$ cat config.mk
export PLATFORM = sky130hd
export DESIGN_NAME = mdio45_ctrl
export DESIGN_NICKNAME = d
export VERILOG_FILES = /design/src/rtl/mdio45_pkg.sv /design/src/rtl/mdio45_mdc_gen.sv /design/src/rtl/mdio45_frame_eng.sv /design/src/rtl/mdio45_ctrl.sv
export SDC_FILE = /design/constraint.sdc
export NUM_CORES = 1
export LEC_CHECK = 0
export ABC_AREA = 0
export BUFFER_PORTS_ARGS = -buffer_cell sky130_fd_sc_hd__buf_2
export CAP_MARGIN = 20
export CORE_ASPECT_RATIO = 1.2
export CORE_MARGIN = 2
export CORE_UTILIZATION = 45
export DETAILED_ROUTE_END_ITERATION = 10
export PLACE_DENSITY = 0.68
export SYNTH_ARGS = -nofsm -noshare
export SYNTH_HDL_FRONTEND = slang
export SYNTH_SLANG_ARGS = --single-unit
$ cat constraint.sdc
create_clock -name clk -period 3 [get_ports clk]
set_input_delay 0.3 -clock clk [delete_from_list [all_inputs] [get_ports clk]]
set_output_delay 0.3 -clock clk [all_outputs]
set_load 0.02 [all_outputs]
$ cat src/rtl/mdio45_pkg.sv
package mdio45_pkg;
    localparam int OFF_MGMT = 'h0;
    localparam int OFF_ADDR = 'h8;
    localparam int OFF_CFG  = 'hC;

    localparam logic [2:0] OPC_WR = 3'b101;
    localparam logic [2:0] OPC_RD = 3'b111;

    localparam int BUSY_BIT  = 30;
    localparam int VALID_BIT = 29;

    typedef enum logic [1:0] {
        SEQ_IDLE = 2'd0,
        SEQ_ADDR = 2'd1,
        SEQ_DATA = 2'd2
    } seq_e;
endpackage

$ cat src/rtl/mdio45_mdc_gen.sv
module mdio45_mdc_gen #(
    parameter int DIV0 = 256,
    parameter int DIV1 = 64,
    parameter int DIV2 = 32,
    parameter int DIV3 = 8
) (
    input  logic       clk,
    input  logic       rst_n,
    input  logic       en,
    input  logic [1:0] code,
    output logic       mdc,
    output logic       rise,
    output logic       fall
);
    localparam int MAX01 = (DIV0 > DIV1) ? DIV0 : DIV1;
    localparam int MAX23 = (DIV2 > DIV3) ? DIV2 : DIV3;
    localparam int MAXD  = (MAX01 > MAX23) ? MAX01 : MAX23;
    localparam int CNT_W = $clog2(MAXD / 2) + 1;

    typedef struct packed {
        logic [CNT_W-1:0] cnt;
        logic             mdc;
    } gen_t;

    gen_t q, d;
    logic [CNT_W-1:0] last;
    logic             wrap;

    always_comb begin
        case (code)
            2'd0:    last = CNT_W'(DIV0 / 2 - 1);
            2'd1:    last = CNT_W'(DIV1 / 2 - 1);
            2'd2:    last = CNT_W'(DIV2 / 2 - 1);
            default: last = CNT_W'(DIV3 / 2 - 1);
        endcase
        wrap = (q.cnt == last);
        d = q;
        if (!en) begin
            d = '0;
        end else if (wrap) begin
            d.cnt = '0;
            d.mdc = ~q.mdc;
        end else begin
            d.cnt = q.cnt + 1'b1;
        end
    end

    always_ff @(posedge clk or negedge rst_n) begin
        if (!rst_n) q <= '0;
        else        q <= d;
    end

    assign mdc  = q.mdc;
    assign rise = en & wrap & ~q.mdc;
    assign fall = en & wrap & q.mdc;
endmodule

$ cat src/rtl/mdio45_frame_eng.sv
module mdio45_frame_eng #(
    parameter int PRE_BITS = 32,
    localparam int FRAME_BITS = PRE_BITS + 32
) (
    input  logic                  clk,
    input  logic                  rst_n,
    input  logic                  start,
    input  logic                  rd_mode,
    input  logic [FRAME_BITS-1:0] vec,
    input  logic                  rise,
    input  logic                  fall,
    input  logic                  mdio_i,
    output logic                  mdio_o,
    output logic                  mdio_oe,
    output logic                  done,
    output logic [15:0]           rd_data
);
    localparam int IDX_W    = $clog2(FRAME_BITS);
    localparam int TA_POS   = PRE_BITS + 14;
    localparam int DATA_POS = PRE_BITS + 16;

    typedef struct packed {
        logic                  active;
        logic [IDX_W-1:0]      idx;
        logic [FRAME_BITS-1:0] sh;
        logic [15:0]           rd_sh;
        logic                  done;
    } eng_t;

    eng_t q, d;

    always_comb begin
        d      = q;
        d.done = 1'b0;
        if (start) begin
            d.active = 1'b1;
            d.idx    = '0;
            d.sh     = vec;
            d.rd_sh  = '0;
        end else if (q.active) begin
            if (rise && rd_mode && (q.idx >= IDX_W'(DATA_POS))) begin
                d.rd_sh = {q.rd_sh[14:0], mdio_i};
            end
            if (fall) begin
                if (q.idx == IDX_W'(FRAME_BITS - 1)) begin
                    d.active = 1'b0;
                    d.done   = 1'b1;
                end else begin
                    d.idx = q.idx + 1'b1;
                    d.sh  = {q.sh[FRAME_BITS-2:0], 1'b1};
                end
            end
        end
    end

    always_ff @(posedge clk or negedge rst_n) begin
        if (!rst_n) q <= '0;
        else        q <= d;
    end

    assign mdio_o  = q.active ? q.sh[FRAME_BITS-1] : 1'b1;
    assign mdio_oe = q.active & ~(rd_mode & (q.idx >= IDX_W'(TA_POS)));
    assign done    = q.done;
    assign rd_data = q.rd_sh;
endmodule

$ cat src/rtl/mdio45_ctrl.sv
module mdio45_ctrl
    import mdio45_pkg::*;
#(
    parameter int ADDR_W   = 4,
    parameter int PRE_BITS = 32,
    parameter int DIV0     = 256,
    parameter int DIV1     = 64,
    parameter int DIV2     = 32,
    parameter int DIV3     = 8
) (
    input  logic              clk,
    input  logic              rst_n,
    input  logic              bus_wr,
    input  logic [ADDR_W-1:0] bus_addr,
    input  logic [31:0]       bus_wdata,
    output logic [31:0]       bus_rdata,
    output logic              mdc,
    input  logic              mdio_i,
    output logic              mdio_o,
    output logic              mdio_oe
);
    localparam int FRAME_BITS = PRE_BITS + 32;

    typedef struct packed {
        seq_e        state;
        logic        start;
        logic [2:0]  op;
        logic [4:0]  dev;
        logic [4:0]  prt;
        logic [15:0] data;
        logic        rvalid;
        logic [15:0] reg_addr;
        logic [1:0]  cfg_code;
        logic [1:0]  act_code;
    } ctl_t;

    ctl_t q, d;

    logic                  wr_mgmt, wr_addr, wr_cfg, op_ok;
    logic                  eng_done, tick_rise, tick_fall, is_read;
    logic [15:0]           eng_rd;
    logic [FRAME_BITS-1:0] frame_vec;

    logic        busy;
    logic        rd_valid;
    logic [1:0]  act_code;
    logic [15:0] reg_addr_q;

    assign wr_mgmt = bus_wr && (bus_addr == ADDR_W'(OFF_MGMT));
    assign wr_addr = bus_wr && (bus_addr == ADDR_W'(OFF_ADDR));
    assign wr_cfg  = bus_wr && (bus_addr == ADDR_W'(OFF_CFG));
    assign op_ok   = (bus_wdata[28:26] == OPC_WR) || (bus_wdata[28:26] == OPC_RD);
    assign is_read = (q.op == OPC_RD);

    always_comb begin
        d       = q;
        d.start = 1'b0;
        case (q.state)
            SEQ_IDLE: begin
                d.act_code = q.cfg_code;
                if (wr_addr) d.reg_addr = bus_wdata[15:0];
                if (wr_mgmt && op_ok) begin
                    d.state  = SEQ_ADDR;
                    d.start  = 1'b1;
                    d.op     = bus_wdata[28:26];
                    d.dev    = bus_wdata[25:21];
                    d.prt    = bus_wdata[20:16];
                    d.data   = bus_wdata[15:0];
                    d.rvalid = 1'b0;
                end
            end
            SEQ_ADDR: begin
                if (eng_done) begin
                    d.state = SEQ_DATA;
                    d.start = 1'b1;
                end
            end
            SEQ_DATA: begin
                if (eng_done) begin
                    d.state = SEQ_IDLE;
                    if (is_read) begin
                        d.data   = eng_rd;
                        d.rvalid = 1'b1;
                    end
                end
            end
            default: d.state = SEQ_IDLE;
        endcase
        if (wr_cfg) d.cfg_code = bus_wdata[1:0];
    end

    always_ff @(posedge clk or negedge rst_n) begin
        if (!rst_n) q <= '0;
        else        q <= d;
    end

    always_comb begin
        if (q.state == SEQ_DATA) begin
            frame_vec = {{PRE_BITS{1'b1}}, 2'b00, (is_read ? 2'b11 : 2'b01),
                         q.prt, q.dev, 2'b10, (is_read ? 16'h0000 : q.data)};
        end else begin
            frame_vec = {{PRE_BITS{1'b1}}, 2'b00, 2'b00,
                         q.prt, q.dev, 2'b10, q.reg_addr};
        end
    end

    assign busy       = (q.state != SEQ_IDLE);
    assign rd_valid   = q.rvalid;
    assign act_code   = q.act_code;
    assign reg_addr_q = q.reg_addr;

    always_comb begin
        bus_rdata = '0;
        if (bus_addr == ADDR_W'(OFF_MGMT)) begin
            bus_rdata[15:0]      = q.data;
            bus_rdata[20:16]     = q.prt;
            bus_rdata[25:21]     = q.dev;
            bus_rdata[28:26]     = q.op;
            bus_rdata[VALID_BIT] = q.rvalid;
            bus_rdata[BUSY_BIT]  = busy;
        end else if (bus_addr == ADDR_W'(OFF_ADDR)) begin
            bus_rdata[15:0] = q.reg_addr;
        end else if (bus_addr == ADDR_W'(OFF_CFG)) begin
            bus_rdata[1:0] = q.cfg_code;
        end
    end

    mdio45_mdc_gen #(
        .DIV0(DIV0), .DIV1(DIV1), .DIV2(DIV2), .DIV3(DIV3)
    ) i_mdc_gen (
        .clk  (clk),
        .rst_n(rst_n),
        .en   (busy),
        .code (q.act_code),
        .mdc  (mdc),
        .rise (tick_rise),
        .fall (tick_fall)
    );

    mdio45_frame_eng #(
        .PRE_BITS(PRE_BITS)
    ) i_frame_eng (
        .clk    (clk),
        .rst_n  (rst_n),
        .start  (q.start),
        .rd_mode(is_read && (q.state == SEQ_DATA)),
        .vec    (frame_vec),
        .rise   (tick_rise),
        .fall   (tick_fall),
        .mdio_i (mdio_i),
        .mdio_o (mdio_o),
        .mdio_oe(mdio_oe),
        .done   (eng_done),
        .rd_data(eng_rd)
    );
endmodule

Word level (Yosys, flattened, before mapping)
Index checks and enable logic that the tools add are counted.
{"block": "op_classes", "addsub": 2, "n_lt_le_gt_ge": 2, "eq_ne": 17, "muxes": 30, "bitwise_logic": 7, "n_reduce_logical": 22}
{"cell": "88-bit 2-to-1 mux", "count": 1}
{"cell": "87-bit 2-to-1 mux", "count": 1}
{"cell": "71-bit 2-to-1 mux", "count": 1}
{"cell": "70-bit 2-to-1 mux", "count": 1}
{"cell": "16-bit 2-to-1 mux", "count": 3}
{"cell": "17-bit 2-to-1 mux", "count": 2}
{"cell": "17-bit one-hot mux with 2 select lines", "count": 1}
{"cell": "33-bit 2-to-1 mux", "count": 1}
{"cell": "30-bit 2-to-1 mux", "count": 1}
{"cell": "7-bit one-hot mux with 3 select lines", "count": 1}
{"cell": "15-bit 2-to-1 mux", "count": 1}
{"cell": "14-bit 2-to-1 mux", "count": 1}
{"cell": "6-bit >= comparator, second input constant", "count": 2}
{"cell": "2-bit nonzero test", "count": 5}
{"cell": "3-bit == test, second input constant", "count": 3}
{"cell": "9-bit 2-to-1 mux", "count": 1}
{"cell": "8-bit by 1-bit adder with 8-bit output, second input constant", "count": 1}
{"cell": "4-bit == test, second input constant", "count": 2}
{"cell": "8-bit by 7-bit == test with 1-bit output", "count": 1}
{"cell": "2-bit 2-to-1 mux", "count": 4}
{"cell": "8-bit 2-to-1 mux", "count": 1}
{"cell": "2-bit inequality test, second input constant", "count": 4}
{"cell": "1-bit logical AND", "count": 7}
{"cell": "6-bit by 1-bit adder with 6-bit output, second input constant", "count": 1}
{"cell": "16 further kinds", "count": 33}
{"block": "word_totals", "reg_bits": 150, "output_inout_bits": 35, "elab_cells": 97}

Logic depth before layout (Yosys ltp)
Gate-level depths: netlist of the first run.
{"block": "logic_depth", "depth_word": 10, "depth_mapped": 8}

By module
Synthesis of the first run repeated with hierarchy kept, for this count alone.
{"block": "unflattened", "hier_cells": 922, "hier_area_um2": 8984.9}
{"module": "mdio45_frame_eng", "instances": 1, "cells_per_inst": 658, "area_per_inst_um2": 5733.0}
{"module": "mdio45_ctrl", "instances": 1, "cells_per_inst": 212, "area_per_inst_um2": 2720.1}
{"module": "mdio45_mdc_gen", "instances": 1, "cells_per_inst": 52, "area_per_inst_um2": 531.8}

Worst setup path before layout of the first run
OpenSTA, ideal clock, no wires.
{"block": "synth_timing", "kind": "register -> register", "from": "register i_mdc_gen.q[7] (netlist name)", "to": "register i_frame_eng.q, in the netlist i_frame_eng.rd_data[10]", "arrival_time_ns": 2.113, "required_ns": 2.868, "slack_ns": 0.755, "stages_incl_launch_ff": 8, "n_path_buf": 2, "synth_period_minus_slack_ns": 2.245, "cell_sequence": "dfrtp_1 buf_6 or3b_1 a221o_1 a311oi_4 buf_6 mux2i_1 nor2_1"}
{"block": "synth_via", "elab_chain_len": 7}
{"item": "from (decl)", "line": "mdio45_mdc_gen.sv:25", "source": "gen_t q, d;"}
{"item": "from (signal assigned)", "line": "mdio45_mdc_gen.sv:49", "source": "if (!rst_n) q <= '0;"}
{"item": "from (signal assigned)", "line": "mdio45_mdc_gen.sv:50", "source": "else q <= d;"}
{"item": "8-bit by 7-bit == test with 1-bit output", "line": "mdio45_mdc_gen.sv:36", "source": "wrap = (q.cnt == last);"}
{"item": "1-bit bitwise AND (2 in a row)", "line": "mdio45_mdc_gen.sv:54", "source": "assign rise = en & wrap & ~q.mdc;"}
{"item": "1-bit logical AND (2 in a row)", "line": "mdio45_frame_eng.sv:41", "source": "if (rise && rd_mode && (q.idx >= IDX_W'(DATA_POS))) begin"}
{"item": "2-bit nonzero test (no line)"}
{"item": "2-bit AND reduction (no line)"}
{"item": "to (signal assigned)", "line": "mdio45_frame_eng.sv:57", "source": "if (!rst_n) q <= '0;"}
{"item": "to (signal assigned)", "line": "mdio45_frame_eng.sv:58", "source": "else q <= d;"}
{"item": "to (decl)", "line": "mdio45_frame_eng.sv:30", "source": "eng_t q, d;"}
Every way passes these cells.
A chain may end at the register's enable or synchronous reset.

Worst setup path in the final report of the first run
{"block": "layout_timing", "from": "register i_mdc_gen.q[7] (netlist name)", "to": "register i_frame_eng.q[48] (netlist name)"}
{"block": "layout_via", "elab_chain_len": 5}
{"item": "8-bit by 7-bit == test with 1-bit output", "line": "mdio45_mdc_gen.sv:36"}
{"item": "1-bit bitwise AND (2 in a row)", "line": "mdio45_mdc_gen.sv:55", "source": "assign fall = en & wrap & q.mdc;"}
{"item": "2-bit nonzero test (no line)"}
{"item": "3-bit AND reduction (no line)"}
Every way passes these cells.

==> reports/results.ini, run 1 <==
[critical_path]
cp_max_fo = 34
path_class = register to register
worst_setup_path_start_kind = register
crit_buf_inv = 1
slowest_stage = o311ai_4
end_kind = register
critPathTopFamily = compound AO/OA/AOI/OAI gates
cp.required_ns = 3.34
cp.depth = 6
arrival_ns = 2.87
cp_slowest_stage_delay_ns = 0.85
cp_cell_sequence = nand2b_1 > o2111a_1 > o311ai_4 > buf_4 > nand2_1 > a21oi_1
reg2reg_depth = 6

[placed_design]
portBuffers = 70
gp_congestion = 0.806
post_dp_cell_area_um2 = 7440
dp_hpwl_um = 9780
dp_slack_ns = 0.504
post-place-cells = 913

[job]
maxCapViolCount = 0

[timing]
max_freq_mhz = 395
setup_viol = 0
clock_skew_ns = 0.00753
final_hold_viol_count = 0
finalSetupTns_ns = 0
tightest_slew_ns = 0.957
whs_ns = 0.105
finalCriticalPeriod_ns = 2.53
worst_slack_ns = 0.470
rsz0062_at_grt = false
slew_violations = 0
min_period_over_period = 0.843
slew_headroom = 0.360

[yosys]
ys.flop_type = dfrtp_1
synth_top_area_share = 0.549
synth_top_cell_by_area = dfrtp_1
synth_area_leaders = dfrtp_1, nand2_1, mux2_2
ys_types = 48
ys_seq_area_frac = 0.549
netlist_area_um2 = 6830
async_flop_share = 1.00
synth_seq_cells = 150
synthCells = 664
synth.most_common_cell = dfrtp_1
synth_edf_count = 0
yosysWarnings = 0
avgSynthCellArea_um2 = 10.3
ys_top_cells_by_count = dfrtp_1, nand2_1, nand3_1
syn_nets = 707

[cells_and_area]
final.fill_count = 1293
syn_to_final_growth_pct = 18.7
final_util = 0.544
multi_input_area_um2 = 2860
finalNonFillerCells = 946
diodes = 0
final_cell_area_um2 = 8110
fin_nets = 772
seqCellArea_um2 = 3750
layout-drive-gt1-share = 0.220

[pwr]
total_power_mw = 5.06
irDropWorstVdd_mv = 0.533
p_per_area_nw_per_um2 = 624
power.leakage_nw = 3.81

[die]
io_pins = 75
die_y_um = 139
fp.dieArea_um2 = 16200
initial_core_util = 0.459
die-width_um = 116
core_um2 = 14900
num_rows = 49

[clocking]
clock_latency_ns = 0.42
clk_pin_slew_ns = 0.06
h-tree-depth = 4
cts-root-buf = clkbuf_16
clock_path_buffers = 2
cts_tree = done
numCtsBuffers = 17
cts_sinks = 150

[run_status]
outcome = finished, final reports clean

[drt]
dr.pass1.iters = 5
drc = 0
wire_per_inst_um = 15.9
vias = 5235
final_antenna_net_count = 0
viasPerCell = 5.53
drtIter0Drc = 312
wl_um = 15000

[grt]
track_usage = 0.201
grt_pass1_wl_um = 25900
grt_pass1_vias = 5262
antenna_found_initial = 0
overflow = 0
grt_max_degree = 76

[worst_hold_path]
hold_path.class = input port to register
hold_path_depth = 2

-- cells in the final DEF, fill, tap and decap left out, types with 4 or more instances in the layout --
cell,n
a21oi_1,11
a221o_1,12
a221oi_1,17
a22o_1,14
a22oi_1,18
a31oi_1,16
and2_1,25
and3_1,6
buf_2,69
buf_4,19
bufinv_16,5
clkbuf_16,17
dfrtp_1,150
inv_1,9
mux2_2,33
mux2i_1,17
nand2_1,128
nand2b_1,9
nand3_1,55
nor2_1,33
nor2b_1,13
nor3_1,4
o21ai_0,9
or3_1,5
xor2_1,4
-- final cells by class --
cell class,instances,area share
Tap cell,204,0.0315
Clock inverter,11,0.0242
Multi-Input combinational cell,459,0.353
Timing Repair Buffer,92,0.0677
Sequential cell,150,0.463
Clock buffer,21,0.0568
Inverter,9,0.00416
-- flip-flops by register name, indices dropped and copies added, names as in the netlist --
name and cells:
i_frame_eng.rd_data 16, i_frame_eng.done 1, i_mdc_gen.mdc 1, reg_addr_q 16, q 34, act_code 2
i_frame_eng.q 71, i_mdc_gen.q 8, rd_valid 1
-- power by group --
group	switching [mW]	total (mW)	internal (mW)
Clock	0.821	2.34	1.52
Sequential	0.138	2.34	2.20
Combinational	0.192	0.380	0.188
Total	1.15	5.06	3.91
-- layer usage --
layer,global-route usage,wire length [um]
met1,0.279,6730
met2,0.317,7460
met3,0.0450,638
met4,0.0595,197
met5,0,0
-- cell families after synthesis --
kind of cell             Yosys count  synth area share
other                              1          0.000549
flip-flops                       150             0.549
adder cells (fa/ha/maj)            3           0.00549
multiplexers                      50            0.0793
AND/OR/NAND/NOR                  292             0.199
AO/OA/AOI/OAI                    107             0.124
buffers and inverters             55            0.0350
XOR/XNOR                           6           0.00769
-- repair_timing --
item                                   CTS  global route
setup buffers                            0             0
gates resized for setup                  0             0
endpoints found under the hold margin   72             0
setup endpoints to repair                0             0
hold buffers                             1             0
-- worst paths after layout --
| check | start | to | slack [ns] |
|---|---|---|---|
| max | i_mdc_gen.q[7] | i_frame_eng.q[48] | 0.47 |
| min in group asynchronous | rst_n | i_frame_eng.q[40] | 0.46 |
| max in group asynchronous | rst_n | i_frame_eng.q[22] | 1.75 |
| min | bus_wdata[16] | q[37] | 0.11 |
| max reg2reg | i_mdc_gen.q[7] | i_frame_eng.q[48] | 0.47 |
| min reg2reg | i_frame_eng.q[80] | i_frame_eng.q[80] | 0.49 |
No activity file was read; power rests on OpenSTA's default activity.
==> run 2: changes to the inputs <==
Clock period 3 ns to 2.55 ns, I/O delays scaled along.
==> run 2 against run 1 <==
Effect of this change:
- highest routed layer unchanged
- global-route usage is 0.064 points higher
- combinational power increased by 19%
- critical endpoint is now i_frame_eng.q[83]
- via count up 0.94%
==> reports/results.ini, run 2 (same netlist as run 1, synthesis figures left out) <==
[pwr]
total_power_mw = 5.71  ; +13%
irDropWorstVdd_mv = 0.424  ; -20%
power.leakage_nw = 3.79  ; -0.50%
p_per_area_nw_per_um2 = 707  ; +13%

[die]
die_y_um = 139  ; unchanged
initial_core_util = 0.459  ; unchanged
num_rows = 49  ; unchanged
core_um2 = 14900  ; unchanged
die-width_um = 116  ; unchanged
fp.dieArea_um2 = 16200  ; unchanged
io_pins = 75  ; unchanged

[clocking]
clock_latency_ns = 0.42  ; about the same
cts_tree = done
cts_sinks = 150  ; unchanged
numCtsBuffers = 17  ; unchanged
cts-root-buf = clkbuf_16
clk_pin_slew_ns = 0.06  ; about the same
cts_setup_buffers = 0  ; unchanged
clock_path_buffers = 2  ; unchanged
h-tree-depth = 4  ; unchanged

[grt]
track_usage = 0.202  ; +0.000643
overflow = 0  ; unchanged
antenna_found_initial = 0  ; unchanged
grt_pass1_vias = 5418  ; +3.0%
grt_max_degree = 63  ; -17%
grt_pass1_wl_um = 26200  ; +0.90%

[timing]
setup_viol = 0  ; unchanged
whs_ns = 0.0659  ; -0.0393 ns
slew_violations = 0  ; unchanged
final_hold_viol_count = 0  ; unchanged
min_period_over_period = 0.924  ; +0.0808
max_freq_mhz = 424  ; +7.4%
slew_headroom = 0.373  ; +0.0131
rsz0062_at_grt = false
clock_skew_ns = 0.00811  ; +0.000574 ns
finalCriticalPeriod_ns = 2.36  ; -0.173 ns
tightest_slew_ns = 0.938  ; -0.0189 ns
finalSetupTns_ns = 0  ; unchanged

[cells_and_area]
final.fill_count = 1302  ; +0.70%
final_common_cell = dfrtp_1
layout-drive-gt1-share = 0.224  ; +0.00479
final_cell_area_um2 = 8080  ; -0.40%
fin_nets = 774  ; +0.26%
syn_to_final_growth_pct = 18.2
final_cell_mix = dfrtp_1, nand2_1, buf_2
finalNonFillerCells = 948  ; +0.21%
diodes = 0  ; unchanged
largest_register_ffs = 71  ; unchanged
largest_register = i_frame_eng.q
top_regs = i_frame_eng.q (71), q (34)

[placed_design]
gp_congestion = 0.827  ; +2.6%
post-place-cells = 914  ; +0.11%
portBuffers = 70  ; unchanged
post_dp_cell_area_um2 = 7450  ; +0.10%
dp_hpwl_um = 9820  ; +0.38%

[drt]
drc = 0  ; unchanged
final_antenna_net_count = 0  ; unchanged
dr.pass1.iters = 5  ; unchanged
vias = 5284  ; +0.94%
viasPerCell = 5.57  ; +0.72%
wl_um = 15400  ; +2.7%
drtIter0Drc = 264  ; -15%
wire_per_inst_um = 16.3  ; +2.5%

[job]
maxCapViolCount = 0  ; unchanged

[critical_path]
cp_max_fo = 12  ; -65%
path_class = register to register
end_kind = register
arrival_ns = 2.70  ; -0.17 ns
worst_setup_path_start_kind = register
cp.required_ns = 2.90  ; -0.44 ns

[worst_hold_path]
hold_path.class = input port to register

[run_status]
outcome = finished, final reports clean

## run 2: cell type report
cell class / instances / area, um^2 / share of cell area
repair buffers: 93 / 557 / 0.0689
inverters: 9 / 33.8 / 0.00418
flip-flops and latches: 150 / 3750 / 0.465
clock buffers: 17 / 425 / 0.0527
well taps: 204 / 255 / 0.0316
clock inverters: 15 / 164 / 0.0203
multi-input cells: 460 / 2890 / 0.358
## run 2: what timing repair did
item / in CTS / in global routing
hold endpoints to repair: 60 / 0
gates resized for setup: 0 / 1
hold buffers: 1 / 0
setup endpoints to repair: 0 / 49
## run 2: worst paths after layout
path | startpoint | endpoint | slack (ns) | depth (start not counted)
min in group asynchronous | rst_n | q[37] | 0.40 | 2
min reg2reg | i_mdc_gen.q[1] | i_mdc_gen.q[1] | 0.48 | 1
min | bus_wdata[16] | q[37] | 0.07 | 2
max reg2reg | i_frame_eng.q[82] | i_frame_eng.q[83] | 0.19 | 6
max | i_frame_eng.q[82] | i_frame_eng.q[83] | 0.19 | 6
max in group asynchronous | rst_n | i_frame_eng.q[64] | 1.38 | 3
## run 2: where the power goes
| group | internal (mW) | total [mW] | leakage, nW | switching, mW |
|---|---|---|---|---|
| Sequential | 2.59 | 2.75 | 1.84 | 0.164 |
| Clock | 1.46 | 2.50 | 0.286 | 1.04 |
| Combinational | 0.221 | 0.454 | 1.66 | 0.234 |
| Total | 4.27 | 5.71 | 3.79 | 1.44 |
## run 2: worst max-delay path: stages (launching register included)
cell,delay (ns)
dfrtp_1,0.43
ha_1,0.23
and3_1,0.18
a311oi_4,0.46
o311ai_2,0.41
or3_1,0.42
a21oi_1,0.15
## run 2: per-layer routing
layer | GRT usage | wire [um] | up-vias
met2 | 0.328 | 7800 | 153
met5 | 0 | 0 | -
met1 | 0.272 | 6780 | 2639
li1 | - | - | 2480
met3 | 0.0358 | 676 | 12
met4 | 0.0683 | 170 | 0
## run 2: through the flow
step / util / setup WS, ns
2_1_floorplan: - / 0.305
3_3_place_gp: 0.499 / 0.181
3_5_place_dp: 0.500 / 0.0678
4_1_cts: 0.540 / 0.0313
5_1_grt: 0.542 / 0.0696
6_report: 0.542 / 0.194
==> run 3: changes to the inputs <==
Settings changed: CORE_UTILIZATION 45 to 30, CTS_BUF_LIST set to sky130_fd_sc_hd__clkbuf_4, PLACE_DENSITY 0.68 to 0.5, SLEW_MARGIN set to 20.
==> run 3 against run 2 <==
Effect of this change:
- critical path depth is 2 higher
- highest routed layer unchanged
- core utilization is 18 points lower
- worst hold slack better by 0.11 ns
- first-iteration DRC count is 35% higher
==> reports/results.ini, run 3 (same netlist as run 1, synthesis figures left out) <==
[cells_and_area]
final_util = 0.366  ; -0.176
final_cell_mix = dfrtp_1, nand2_1, buf_2
final_common_cell = dfrtp_1
final.fill_count = 2279  ; +75%
seqCellArea_um2 = 3750  ; unchanged
syn_to_final_growth_pct = 19.9
layout-drive-gt1-share = 0.219  ; -0.00539
largest_register_ffs = 71  ; unchanged
final_cell_area_um2 = 8200  ; +1.4%
top_regs = i_frame_eng.q (71), q (34)
multi_input_area_um2 = 2900  ; +0.35%
largest_register = i_frame_eng.q
fin_nets = 806  ; +4.1%

[timing]
clock_skew_ns = 0.0214  ; +0.0133 ns
slew_violations = 0  ; unchanged
rsz0062_at_grt = false
setup_viol = 0  ; unchanged
tightest_slew_ns = 0.627  ; -0.312 ns
min_period_over_period = 0.931  ; +0.00663
finalCriticalPeriod_ns = 2.37  ; +0.0169 ns
worst_slack_ns = 0.177  ; -0.0169 ns
finalSetupTns_ns = 0  ; unchanged
final_hold_viol_count = 0  ; unchanged
max_freq_mhz = 421  ; -0.71%
slew_headroom = 0.581  ; +0.208

[critical_path]
cp.required_ns = 3.02  ; +0.12 ns
reg2reg_slack_ns = 0.18  ; -0.02 ns
end_kind = register
path_class = register to register
cp_max_fo = 27  ; +15
worst_setup_path_start_kind = register
arrival_ns = 2.84  ; +0.14 ns

[clocking]
cts_sinks = 150  ; unchanged
numCtsBuffers = 17  ; unchanged
cts_tree = done
clock_latency_ns = 0.55  ; +0.13 ns
clock_path_buffers = 2  ; unchanged
cts-root-buf = clkbuf_4
h-tree-depth = 4  ; unchanged
cts_setup_buffers = 0  ; unchanged
clk_pin_slew_ns = 0.13  ; +0.07 ns

[placed_design]
post_dp_cell_area_um2 = 7610  ; +2.2%
portBuffers = 70  ; unchanged
dp_slack_ns = 0.00309  ; -0.0647 ns
gp_congestion = 0.772  ; -6.7%
dp_hpwl_um = 10600  ; +8.3%

[drt]
final_antenna_net_count = 0  ; unchanged
wl_um = 16900  ; +9.3%
dr.pass1.iters = 5  ; unchanged
drtIter0Drc = 356  ; +35%
wire_per_inst_um = 15.9  ; -2.0%
viasPerCell = 5.01  ; -10%
vias = 5299  ; +0.28%
drc = 0  ; unchanged

[grt]
overflow = 0  ; unchanged
track_usage = 0.148  ; -0.0542
grt_max_degree = 65  ; +3.2%
antenna_found_initial = 1  ; +1
grt_pass1_vias = 5400  ; -0.33%
grt_pass1_wl_um = 28000  ; +6.9%

[pwr]
p_sw_frac = 0.292  ; +0.0392
p_int_mw = 3.25  ; -24%
power.leakage_nw = 3.78  ; -0.32%
irDropWorstVdd_mv = 0.270  ; -36%
p_per_area_nw_per_um2 = 559  ; -21%
p_clk_frac = 0.295  ; -0.143
power_frac_comb = 0.107  ; +0.027
seq_power_share = 0.599  ; +0.117
netSwitchingPower_mw = 1.34  ; -7.3%
total_power_mw = 4.58  ; -20%

[die]
die_y_um = 169  ; +22%
initial_core_util = 0.305  ; -0.153
die-width_um = 142  ; +22%
fp.dieArea_um2 = 24000  ; +48%
core_um2 = 22400  ; +50%
io_pins = 75  ; unchanged
num_rows = 60  ; +22%

[run_status]
outcome = finished, final reports clean

[job]
maxCapViolCount = 0  ; unchanged

[worst_hold_path]
hold_path.class = input port to register

## run 3: routing by layer
layer / vias to the layer above / track usage / part of all wire / wire length (um)
met4: 0 / 0.0522 / 0.020 / 333
met2: 117 / 0.250 / 0.49 / 8340
met5: - / 0 / 0 / 0
li1: 2543 / - / - / -
met3: 23 / 0.0296 / 0.038 / 643
met1: 2616 / 0.188 / 0.45 / 7540
## run 3: area by class of cell
cell class              count  share of cell area
repair buffers            125               0.110
inverters                   9             0.00412
diodes                      2            0.000611
clock buffers              17              0.0156
flip-flops and latches    150               0.458
clock inverters            15              0.0148
multi-input cells         460               0.354
well taps                 279              0.0426
## run 3: path summary, 6_finish.rpt
kind	from	end	depth (start not counted)
setup reg to reg	i_frame_eng.q[82]	i_frame_eng.q[66]	8
setup / recovery	i_frame_eng.q[82]	i_frame_eng.q[66]	8
min in group asynchronous	rst_n	q[37]	2
max in group asynchronous	rst_n	i_frame_eng.q[66]	3
hold / removal	bus_wr	q[3]	4
hold reg to reg	i_frame_eng.q[50]	i_frame_eng.q[51]	2
## run 3: power groups by stage
stage	Clock [mW]	Combinational [mW]	Sequential, mW
floorplan	0	0.298	2.74
global placement	0	0.439	2.78
detailed placement	0	0.457	2.79
CTS	1.42	0.499	2.74
global route	1.54	0.554	2.78
finish	1.35	0.489	2.74
## run 3: per-stage QoR
| step | cells | hold WS, ns |
|---|---|---|
| after floorplan | 664 | -0.0406 |
| after global placement | 993 | 0.286 |
| after detailed placement | 993 | 0.291 |
| after CTS | 1055 | 0.105 |
| after global routing | 1057 | 0.151 |
| final | 1057 | 0.174 |
## run 3: critical path: stages (launching register included)
cell and delay [ns]:
dfrtp_1 0.45, ha_1 0.23, and3_1 0.19, a311oi_4 0.51, o311a_1 0.38, buf_12 0.20
buf_12 0.18, nand2_1 0.07, nand3_1 0.08
## run 3: repair_timing
action	in CTS	in global routing
endpoints found under the setup margin	3	48
pin swaps	1	0
endpoints found under the hold margin	107	0
cloned	1	0
hold buffers	29	0
gates resized for setup	1	1
